[config.mk]
export PLATFORM = sky130hd
export DESIGN_NAME = flash_read_seq
export DESIGN_NICKNAME = d
export VERILOG_FILES = /design/src/rtl/flash_read_seq.sv
export SDC_FILE = /design/constraint.sdc
export NUM_CORES = 1
export LEC_CHECK = 0
export BUFFER_PORTS_ARGS = -buffer_cell sky130_fd_sc_hd__buf_4
export CAP_MARGIN = 40
export CORE_AREA = 2 2 150 152
export CTS_CLUSTER_DIAMETER = 120
export DETAILED_ROUTE_END_ITERATION = 8
export DIE_AREA = 0 0 152 154
export GPL_ROUTABILITY_DRIVEN = 0
export HOLD_SLACK_MARGIN = 0.1
export PLACE_DENSITY = 0.74
export SYNTH_ARGS = -nofsm -noshare
export SYNTH_HDL_FRONTEND = slang
export SYNTH_SLANG_ARGS = --single-unit
[constraint.sdc]
create_clock -name clk -period 6.4 [get_ports clk]
set_input_delay 1.28 -clock clk [delete_from_list [all_inputs] [get_ports clk]]
set_output_delay 1.28 -clock clk [all_outputs]
set_load 0.01 [all_outputs]
[src/rtl/flash_read_seq.sv]
module flash_read_seq #(
  parameter int DATA_W = 32
) (
  input  logic              clk,
  input  logic              rst_n,
  input  logic              req_valid,
  input  logic [31:0]       req_addr,
  output logic              busy,
  output logic              rd_valid,
  output logic [DATA_W-1:0] rd_data,
  input  logic              sck_tick,
  input  logic              cs_grant,
  input  logic [2:0]        cfg_mode,
  input  logic [1:0]        cfg_lane_instr,
  input  logic [1:0]        cfg_lane_addr,
  input  logic [1:0]        cfg_lane_data,
  input  logic [1:0]        cfg_addr_bytes,
  input  logic [3:0]        cfg_dummy,
  input  logic              cfg_op4b,
  input  logic [7:0]        cfg_custom_op,
  input  logic              cfg_wp_level,
  input  logic [3:0]        io_in,
  output logic [3:0]        io_out,
  output logic [3:0]        io_oe
);
  localparam int SPAN_MAX = (DATA_W > 32) ? DATA_W : 32;
  localparam int CW = $clog2(SPAN_MAX) + 1;

  typedef enum logic [2:0] {S_IDLE, S_INSTR, S_ADDR, S_DUMMY, S_DATA} state_t;

  state_t            st;
  logic [CW-1:0]     cnt;
  logic [31:0]       sh;
  logic [31:0]       addr_q;
  logic [DATA_W-1:0] rx;
  logic [2:0]        mode_q;
  logic [1:0]        li_q, la_q, ld_q, nb_q;
  logic [3:0]        dum_q;
  logic [7:0]        opc;
  logic [3:0]        grp;

  function automatic logic [1:0] lsh(input logic [1:0] code);
    case (code)
      2'd1:    return 2'd1;
      2'd2:    return 2'd2;
      default: return 2'd0;
    endcase
  endfunction

  function automatic logic [CW-1:0] span(input int bits, input logic [1:0] s);
    return CW'((bits >> s) - 1);
  endfunction

  wire [1:0] s_i = lsh(li_q);
  wire [1:0] s_a = lsh(la_q);
  wire [1:0] s_d = lsh(ld_q);
  wire       wide = (st == S_INSTR) || (st == S_ADDR);
  wire [1:0] s_cur = (st == S_INSTR) ? s_i : (st == S_ADDR) ? s_a : s_d;
  wire       adv = busy && cs_grant && sck_tick;
  wire       last = (cnt == '0);
  wire       io_mode = (mode_q == 3'd3) || (mode_q == 3'd5);
  wire       has_dummy = !((mode_q == 3'd0) || (mode_q == 3'd6));
  wire       four = cfg_op4b && (cfg_addr_bytes == 2'd3);

  always_comb begin
    case (cfg_mode)
      3'd0:    opc = four ? 8'h13 : 8'h03;
      3'd1:    opc = four ? 8'h0C : 8'h0B;
      3'd2:    opc = four ? 8'h3C : 8'h3B;
      3'd3:    opc = four ? 8'hBC : 8'hBB;
      3'd4:    opc = four ? 8'h6C : 8'h6B;
      3'd5:    opc = four ? 8'hEC : 8'hEB;
      default: opc = cfg_custom_op;
    endcase
  end

  always_comb begin
    case (s_d)
      2'd1:    grp = {2'b00, io_in[1:0]};
      2'd2:    grp = io_in;
      default: grp = {3'b000, io_in[1]};
    endcase
  end

  always_ff @(posedge clk or negedge rst_n) begin
    if (!rst_n) begin
      st       <= S_IDLE;
      busy     <= 1'b0;
      rd_valid <= 1'b0;
      cnt      <= '0;
      sh       <= '0;
      addr_q   <= '0;
      rx       <= '0;
      mode_q   <= '0;
      li_q     <= '0;
      la_q     <= '0;
      ld_q     <= '0;
      nb_q     <= '0;
      dum_q    <= '0;
    end else begin
      rd_valid <= 1'b0;
      if (!busy) begin
        if (req_valid) begin
          busy   <= 1'b1;
          st     <= S_INSTR;
          mode_q <= cfg_mode;
          li_q   <= cfg_lane_instr;
          la_q   <= cfg_lane_addr;
          ld_q   <= cfg_lane_data;
          nb_q   <= cfg_addr_bytes;
          dum_q  <= cfg_dummy;
          addr_q <= req_addr;
          sh     <= {opc, 24'h0};
          cnt    <= span(8, lsh(cfg_lane_instr));
        end
      end else if (adv) begin
        case (st)
          S_INSTR: begin
            if (last) begin
              st  <= S_ADDR;
              sh  <= addr_q << {2'(2'd3 - nb_q), 3'b000};
              cnt <= span(8 * (int'(nb_q) + 1), s_a);
            end else begin
              sh  <= sh << (1 << s_i);
              cnt <= cnt - 1'b1;
            end
          end
          S_ADDR: begin
            if (last) begin
              if (has_dummy) begin
                st  <= S_DUMMY;
                cnt <= CW'(dum_q) + CW'(2);
              end else begin
                st  <= S_DATA;
                cnt <= span(DATA_W, s_d);
              end
            end else begin
              sh  <= sh << (1 << s_a);
              cnt <= cnt - 1'b1;
            end
          end
          S_DUMMY: begin
            if (last) begin
              st  <= S_DATA;
              cnt <= span(DATA_W, s_d);
            end else begin
              cnt <= cnt - 1'b1;
            end
          end
          S_DATA: begin
            rx <= (rx << (1 << s_d)) | DATA_W'(grp);
            if (last) begin
              st       <= S_IDLE;
              busy     <= 1'b0;
              rd_valid <= 1'b1;
            end else begin
              cnt <= cnt - 1'b1;
            end
          end
          default: begin
            st   <= S_IDLE;
            busy <= 1'b0;
          end
        endcase
      end
    end
  end

  assign rd_data = rx;

  always_comb begin
    io_out = '0;
    io_oe  = '0;
    if (wide) begin
      case (s_cur)
        2'd1: begin
          io_oe[1:0]  = 2'b11;
          io_out[1:0] = sh[31:30];
        end
        2'd2: begin
          io_oe  = 4'hF;
          io_out = sh[31:28];
        end
        default: begin
          io_oe[0]  = 1'b1;
          io_out[0] = sh[31];
        end
      endcase
    end else if (st == S_DUMMY) begin
      io_oe[0] = !io_mode;
    end else if (st == S_DATA) begin
      io_oe[0] = (s_d == 2'd0);
    end
    if (busy && (s_d != 2'd2) && !(wide && (s_cur == 2'd2))) begin
      io_oe[2]  = 1'b1;
      io_out[2] = cfg_wp_level;
    end
  end

  assert_valid_pulse_R12: assert property (@(posedge clk) disable iff (!rst_n)
    rd_valid |=> !rd_valid);

  assert_valid_idle_R12: assert property (@(posedge clk) disable iff (!rst_n)
    rd_valid |-> !busy);

  assert_busy_fall_R12: assert property (@(posedge clk) disable iff (!rst_n)
    $fell(busy) |-> rd_valid);

  assert_hold_no_grant_R2: assert property (@(posedge clk) disable iff (!rst_n)
    (busy && !cs_grant) |=> ($stable(cnt) && $stable(st) && $stable(sh)));

  assert_dummy_range_R8: assert property (@(posedge clk) disable iff (!rst_n)
    (st == S_DUMMY) |-> (cnt <= CW'(17)));

  assert_idle_release_R13: assert property (@(posedge clk) disable iff (!rst_n)
    !busy |-> (io_oe == 4'b0000));

endmodule

Word level (Yosys, flattened, before mapping):

Cells that the tools add are included.

* input port bits: 66
* flip-flop bits (word level): 122
* output and inout port bits: 42
* logic and storage cells: 151

* reduce and logical (&&, ||, !) cells: 23
* equal/unequal tests: 35
* add/sub/neg operators: 7
* shifts and indexed selects: 10
* muxes and demuxes: 61
* bitwise gates (word level): 2

Operators with widths (count)
* $mux 32: 5
* $shl 1x2->32 const A: 3
* $shl 32x32->32: 3
* $pmux 32 s2: 1
* $mux 6: 8
* $pmux 8 s6: 1
* $mux 3: 14
* $or 32x4->32: 1
* $shl 32x5->32: 1
* $pmux 6 s4: 1
* $ne 3x3->1 const B: 6
* $sub 6x2->6 const B: 3
* $pmux 2 s2: 4
* $eq 3x2->1 const B: 5
* $eq 3x3->1 const B: 5
* $eq 2x2->1 const B: 7
* $mux 1: 14
* $eq 2x1->1 const B: 6
* $mux 2: 6
* $pmux 3 s4: 1
* $pmux 4 s2: 1
* $reduce_and 4->1: 2
* $eq 3x1->1 const B: 2
* $logic_and 1x1->1: 6
* 26 further kinds: 32

Depth between registers and ports, before layout:

* word-level depth: 9
* mapped depth: 13
* gate-level depth less buffers: 11

Worst setup path after synthesis:

No wires, ideal clock.

* kind: register to output
* from: register ld_q[1]
* to: output port io_out[2]
* data required time: 5.120 ns
* cell stages (with the launch flop): 13
* path buffers: 2
* arrival: 2.241 ns
* setup slack: 2.879 ns
* cells stage by stage: dfrtp_1 > inv_1 > ha_1 > clkbuf_1 > clkbuf_1 > nor2b_1 > o21ai_0 > and2_1 > inv_1 > ha_1 > nand2_1 > mux2i_1 > a21oi_1

* cells in the longest elaborated chain, start to end: 9

RTL lines
* from (decl): line 37 `logic [1:0] li_q, la_q, ld_q, nb_q;`
* from (signal assigned): line 109 `ld_q <= cfg_lane_data;`
* $eq 2x2->1 / $eq 2x1->1 (equally long branches): line 43 `case (code)`
* $pmux 2 s2 *: line 43
* $mux 2 (2 in series): line 58 `wire [1:0] s_cur = (st == S_INSTR) ? s_i : (st == S_ADDR) ? s_a : s_d;`
* $eq 2x2->1: line 175, 194
* $logic_and 1x1->1: line 194 `if (busy && (s_d != 2'd2) && !(wide && (s_cur == 2'd2))) begin`
* $logic_not 1->1: line 194
* $logic_and 1x1->1: line 194
* $mux 1 *: line 194
* to (decl): line 23 `output logic [3:0] io_out,`

Every way passes the cells marked *; elsewhere a longest branch is shown, timed or not.

Worst setup path after layout:

Same ends and word-level chain as after synthesis.

==> impl_summary.log <==
[metrics] xor/xnor share of the synthesized area: 0.4451%
[metrics] port buffer count: 107
[metrics] antenna diode count: 0
[metrics] via count: 10980
[metrics] most frequent standard cell in the layout excluding fill and tap cells: sky130_fd_sc_hd__nand2_1
[metrics] Overall Global Routing Usage: 30.80%
[metrics] final clock period utilization by the worst path: 63.36%
[metrics] total overflow reported by the global router: 0
[metrics] adder and majority gate portion of the synthesized area: 2.120%
[metrics] RSZ-0062 raised after global routing: no
[metrics] endpoint of the worst-slack reg-to-reg timing path: sh[29]$_DFFE_PN0P_
[metrics] worst hold start: addr_q[17]$_DFFE_PN0P_
[metrics] status: finished, final reports clean
[metrics] HPWL after DPL: 25.62 mm
[metrics] I/O pin count: 108
[metrics] post-CTS clock slew at the launch and capture registers of the worst setup and hold paths: 0.06 ns
[metrics] post-route worst hold slack: 0.4735 ns
[metrics] Mapped Nets: 1373
[metrics] quantity of hold-fixing buffers added after cts: 0
[metrics] required time at the endpoint of the critical path: 5.12 ns
[metrics] Max IR drop VDD: 0.2905 mV
[metrics] slew at the pin with the worst max-slew slack: 0.9537 ns
[metrics] vias in the first global route: 10430
[metrics] Worst R2R Start: la_q[1]$_DFFE_PN0P_
[metrics] crit path setup slack, layout: 2.345 ns
[metrics] average instance area after synthesis: 9.174 sq um
[metrics] endpoints failing setup: 0
[metrics] Cells after Synth: 1287
[metrics] Synth Area in Simple Gates: 15.41%
[metrics] WHS Path Cells: 2
[metrics] end of the worst hold path: addr_q[17]$_DFFE_PN0P_
[metrics] area of the die: 0.02341 sq mm
[metrics] number of hold-slack violations in the final timing report: 0
[metrics] netlist area before placement: 0.01181 sq mm
[metrics] Pins Over Slew Limit: 0
[metrics] maximum level of the CTS H-tree: 4
[metrics] dpl ws: 2.823 ns
[metrics] compound-gate portion of the synthesized area: 18.14%
[metrics] ratio of routed vias to standard cells: 6.911
[metrics] number of standard cells in the layout, taps in and fillers out: 1588
[metrics] path type of the worst min-delay path: flip-flop to flip-flop
[metrics] upper clock frequency limit: 246.6 MHz
[metrics] global-route wire length before repair: 57.88 mm
[metrics] area of all placed cells without fillers: 0.01321 sq mm
[metrics] Skew-Pair Late Insertion Delay: 0.44 ns
[metrics] logic depth of the worst register-to-register path: 8
[metrics] critical path startpoint category: flip-flop
[metrics] placeable core area: 0.02169 sq mm
[metrics] Warnings, synthesis: 0
[metrics] number of violations reported at the end of detailed-routing iteration 0: 1044
[metrics] Async SR Flop Fraction: 100.0%
[metrics] die height: 154 um
[metrics] Pwr Density: 552.6 mW/mm^2
[metrics] root buffer selected by CTS: sky130_fd_sc_hd__clkbuf_16
[metrics] routed len/inst: 23.08 um
[metrics] data arrival time of the critical path: 2.78 ns
[metrics] number of standard-cell rows in the floorplan: 54
[metrics] final layout net count: 1381
[metrics] kind of end point of the critical path: output pin
[metrics] area of placed instances: 0.01259 sq mm
[metrics] share of the yosys chip area belonging to registers: 25.86%
[metrics] number of antenna-violating nets in the routed design: 0
[metrics] Layout area overhead: 11.92%
[metrics] worst-case headroom to the max-slew limit: 36.42%
[metrics] maximum clock skew at final layout: 0.01074 ns
[metrics] P_leak: 0.005491 uW
[metrics] EDFF count, synth: 0
[metrics] CTS Sinks: 122
[metrics] clock tree from TritonCTS: built
[metrics] proportion of synthesized area in mux cells: 31.90%
[metrics] distinct cell type count of the synthesized netlist: 76
[metrics] setup TNS: 0 ns
[metrics] worst-path fanout max: 39
[metrics] startpoint-to-endpoint class of the critical path: flip-flop to output pin
[metrics] residual DRC count: 0
[metrics] drt total wl: 36.65 mm
[metrics] Resized Gates After CTS: 0
[metrics] dpl cells: 1556
[metrics] buffer count from post-CTS setup fixing: 0
[metrics] proportion of layout cells with a drive suffix above 1: 25.23%
[metrics] clock tree buffer depth: 2
[metrics] Pre-antenna DRT Iters: 5
[metrics] number of max-cap violations: 0
[metrics] dominant synthesized flop cell: sky130_fd_sc_hd__dfrtp_1
[metrics] number of antenna violations at the first check in global routing: 0
[metrics] Initial Util: 54.44%
[metrics] maximum number of pins on one net before global-route repair: 59
[metrics] post-layout min period: 4.055 ns
[metrics] number of buffers added by the clock tree synthesis step: 17
[metrics] flip-flop and latch count after synthesis: 122
[metrics] main combinational cell family by area after synthesis: multiplexers
[metrics] most used cells in the layout excluding fill and tap cells: sky130_fd_sc_hd__nand2_1 (227), sky130_fd_sc_hd__buf_4 (128), sky130_fd_sc_hd__dfrtp_1 (122)
[metrics] die boundary width: 152 um
[metrics] register-to-register path setup slack: 3.02 ns
through the flow:
stage / utilization (%) / total power, uW
floorplan: - / 4982
global placement: 57.72 / 6026
detailed placement: 58.07 / 6149
CTS: 60.93 / 7211
global route: 60.93 / 7713
finish: 60.93 / 7301
flip-flops by register name (all words and copies together), names as in the netlist, 2 cells and up:
signal,count
li_q,2
st,3
rd_data,32
sh,32
mode_q,3
nb_q,2
addr_q,32
cnt,6
la_q,2
ld_q,2
dum_q,4
critical path: stages (launching register included):
cell and delay, ns:
sky130_fd_sc_hd__dfrtp_1 0.40, sky130_fd_sc_hd__inv_1 0.08, sky130_fd_sc_hd__ha_1 0.13, sky130_fd_sc_hd__buf_4 0.39
sky130_fd_sc_hd__nor2b_1 0.11, sky130_fd_sc_hd__o21ai_0 0.16, sky130_fd_sc_hd__and2_1 0.23, sky130_fd_sc_hd__inv_1 0.06
sky130_fd_sc_hd__ha_1 0.24, sky130_fd_sc_hd__nand2_1 0.15, sky130_fd_sc_hd__mux2i_1 0.19, sky130_fd_sc_hd__a21oi_1 0.05
sky130_fd_sc_hd__buf_4 0.15
final cells by class:
cell class,instances,area (sq um)
Fill cell,1889,8474
Multi-Input combinational cell,998,8060
Sequential cell,122,3053
Timing Repair Buffer,131,1036
Clock buffer,19,452.9
Tap cell,280,350.3
Clock inverter,13,167.7
Inverter,25,93.84
worst max path at each step:
stage / depth (start not counted) / start / to
final: 12 / ld_q[1]$_DFFE_PN0P_ / io_out[2]
after detailed placement: 12 / ld_q[1]$_DFFE_PN0P_ / io_out[2]
after floorplan: 12 / ld_q[1]$_DFFE_PN0P_ / io_out[2]
after CTS: 12 / ld_q[1]$_DFFE_PN0P_ / io_out[2]
after global routing: 12 / ld_q[1]$_DFFE_PN0P_ / io_out[2]
after global placement: 12 / ld_q[1]$_DFFE_PN0P_ / io_out[2]
report_power, final:
| group | leakage [uW] | internal, uW | switching [uW] |
|---|---|---|---|
| clock network | 0.000300 | 635 | 396 |
| registers | 0.00158 | 1040 | 473 |
| logic | 0.00361 | 2080 | 2680 |
logic make-up (layout without fill, tap and decap cells):
kind of cell / Yosys count / count (layout)
XOR/XNOR: 6 / 6
AO/OA/AOI/OAI: 314 / 314
flip-flops: 122 / 122
AND/OR/NAND/NOR: 404 / 404
buffers and inverters: 167 / 188
adder cells (fa/ha/maj): 20 / 20
multiplexers: 254 / 254
routing by layer:
metal  wire [um]  GRT usage [%]
met4        1834          15.44
met3        2951          5.891
met1       14810          40.68
met5           0              0
met2       17050          48.78
cells in the mapped netlist, types with 4 or more instances:
library cell	count	share of area (%)
sky130_fd_sc_hd__nand2_1	227	7.2
sky130_fd_sc_hd__dfrtp_1	122	26
sky130_fd_sc_hd__mux2i_1	104	8.8
sky130_fd_sc_hd__clkbuf_1	93	3.0
sky130_fd_sc_hd__mux4_2	92	18
sky130_fd_sc_hd__o21ai_0	84	3.6
sky130_fd_sc_hd__nor2_1	60	1.9
sky130_fd_sc_hd__mux2_2	55	5.2
sky130_fd_sc_hd__a21oi_1	54	2.3
sky130_fd_sc_hd__buf_2	35	1.5
sky130_fd_sc_hd__inv_1	24	0.76
sky130_fd_sc_hd__nand3_1	22	0.93
sky130_fd_sc_hd__ha_1	20	2.1
sky130_fd_sc_hd__o211ai_1	20	1.3
sky130_fd_sc_hd__a31oi_1	16	0.85
sky130_fd_sc_hd__a32oi_1	16	1.2
sky130_fd_sc_hd__a22oi_1	14	0.89
sky130_fd_sc_hd__nor2b_1	14	0.74
sky130_fd_sc_hd__a32o_1	13	1.1
sky130_fd_sc_hd__nor3_1	13	0.55
sky130_fd_sc_hd__and2_1	12	0.64
sky130_fd_sc_hd__and3_1	12	0.64
sky130_fd_sc_hd__nand2b_1	11	0.58
sky130_fd_sc_hd__a211oi_1	8	0.51
sky130_fd_sc_hd__a221o_1	8	0.68
sky130_fd_sc_hd__a221oi_1	8	0.59
sky130_fd_sc_hd__o22ai_1	7	0.37
sky130_fd_sc_hd__a22o_1	6	0.45
sky130_fd_sc_hd__buf_4	6	0.38
sky130_fd_sc_hd__or3_1	6	0.32
sky130_fd_sc_hd__a2111oi_0	5	0.37
sky130_fd_sc_hd__a21o_1	5	0.32
sky130_fd_sc_hd__nand4_1	5	0.26
sky130_fd_sc_hd__o21a_1	5	0.32
sky130_fd_sc_hd__o31ai_1	5	0.32
sky130_fd_sc_hd__a2bb2oi_1	4	0.30
sky130_fd_sc_hd__buf_1	4	0.13
sky130_fd_sc_hd__buf_6	4	0.38
sky130_fd_sc_hd__o2111ai_1	4	0.30
sky130_fd_sc_hd__o2bb2ai_1	4	0.30
sky130_fd_sc_hd__xor2_1	4	0.30
Power figures use the tool's default switching activity.
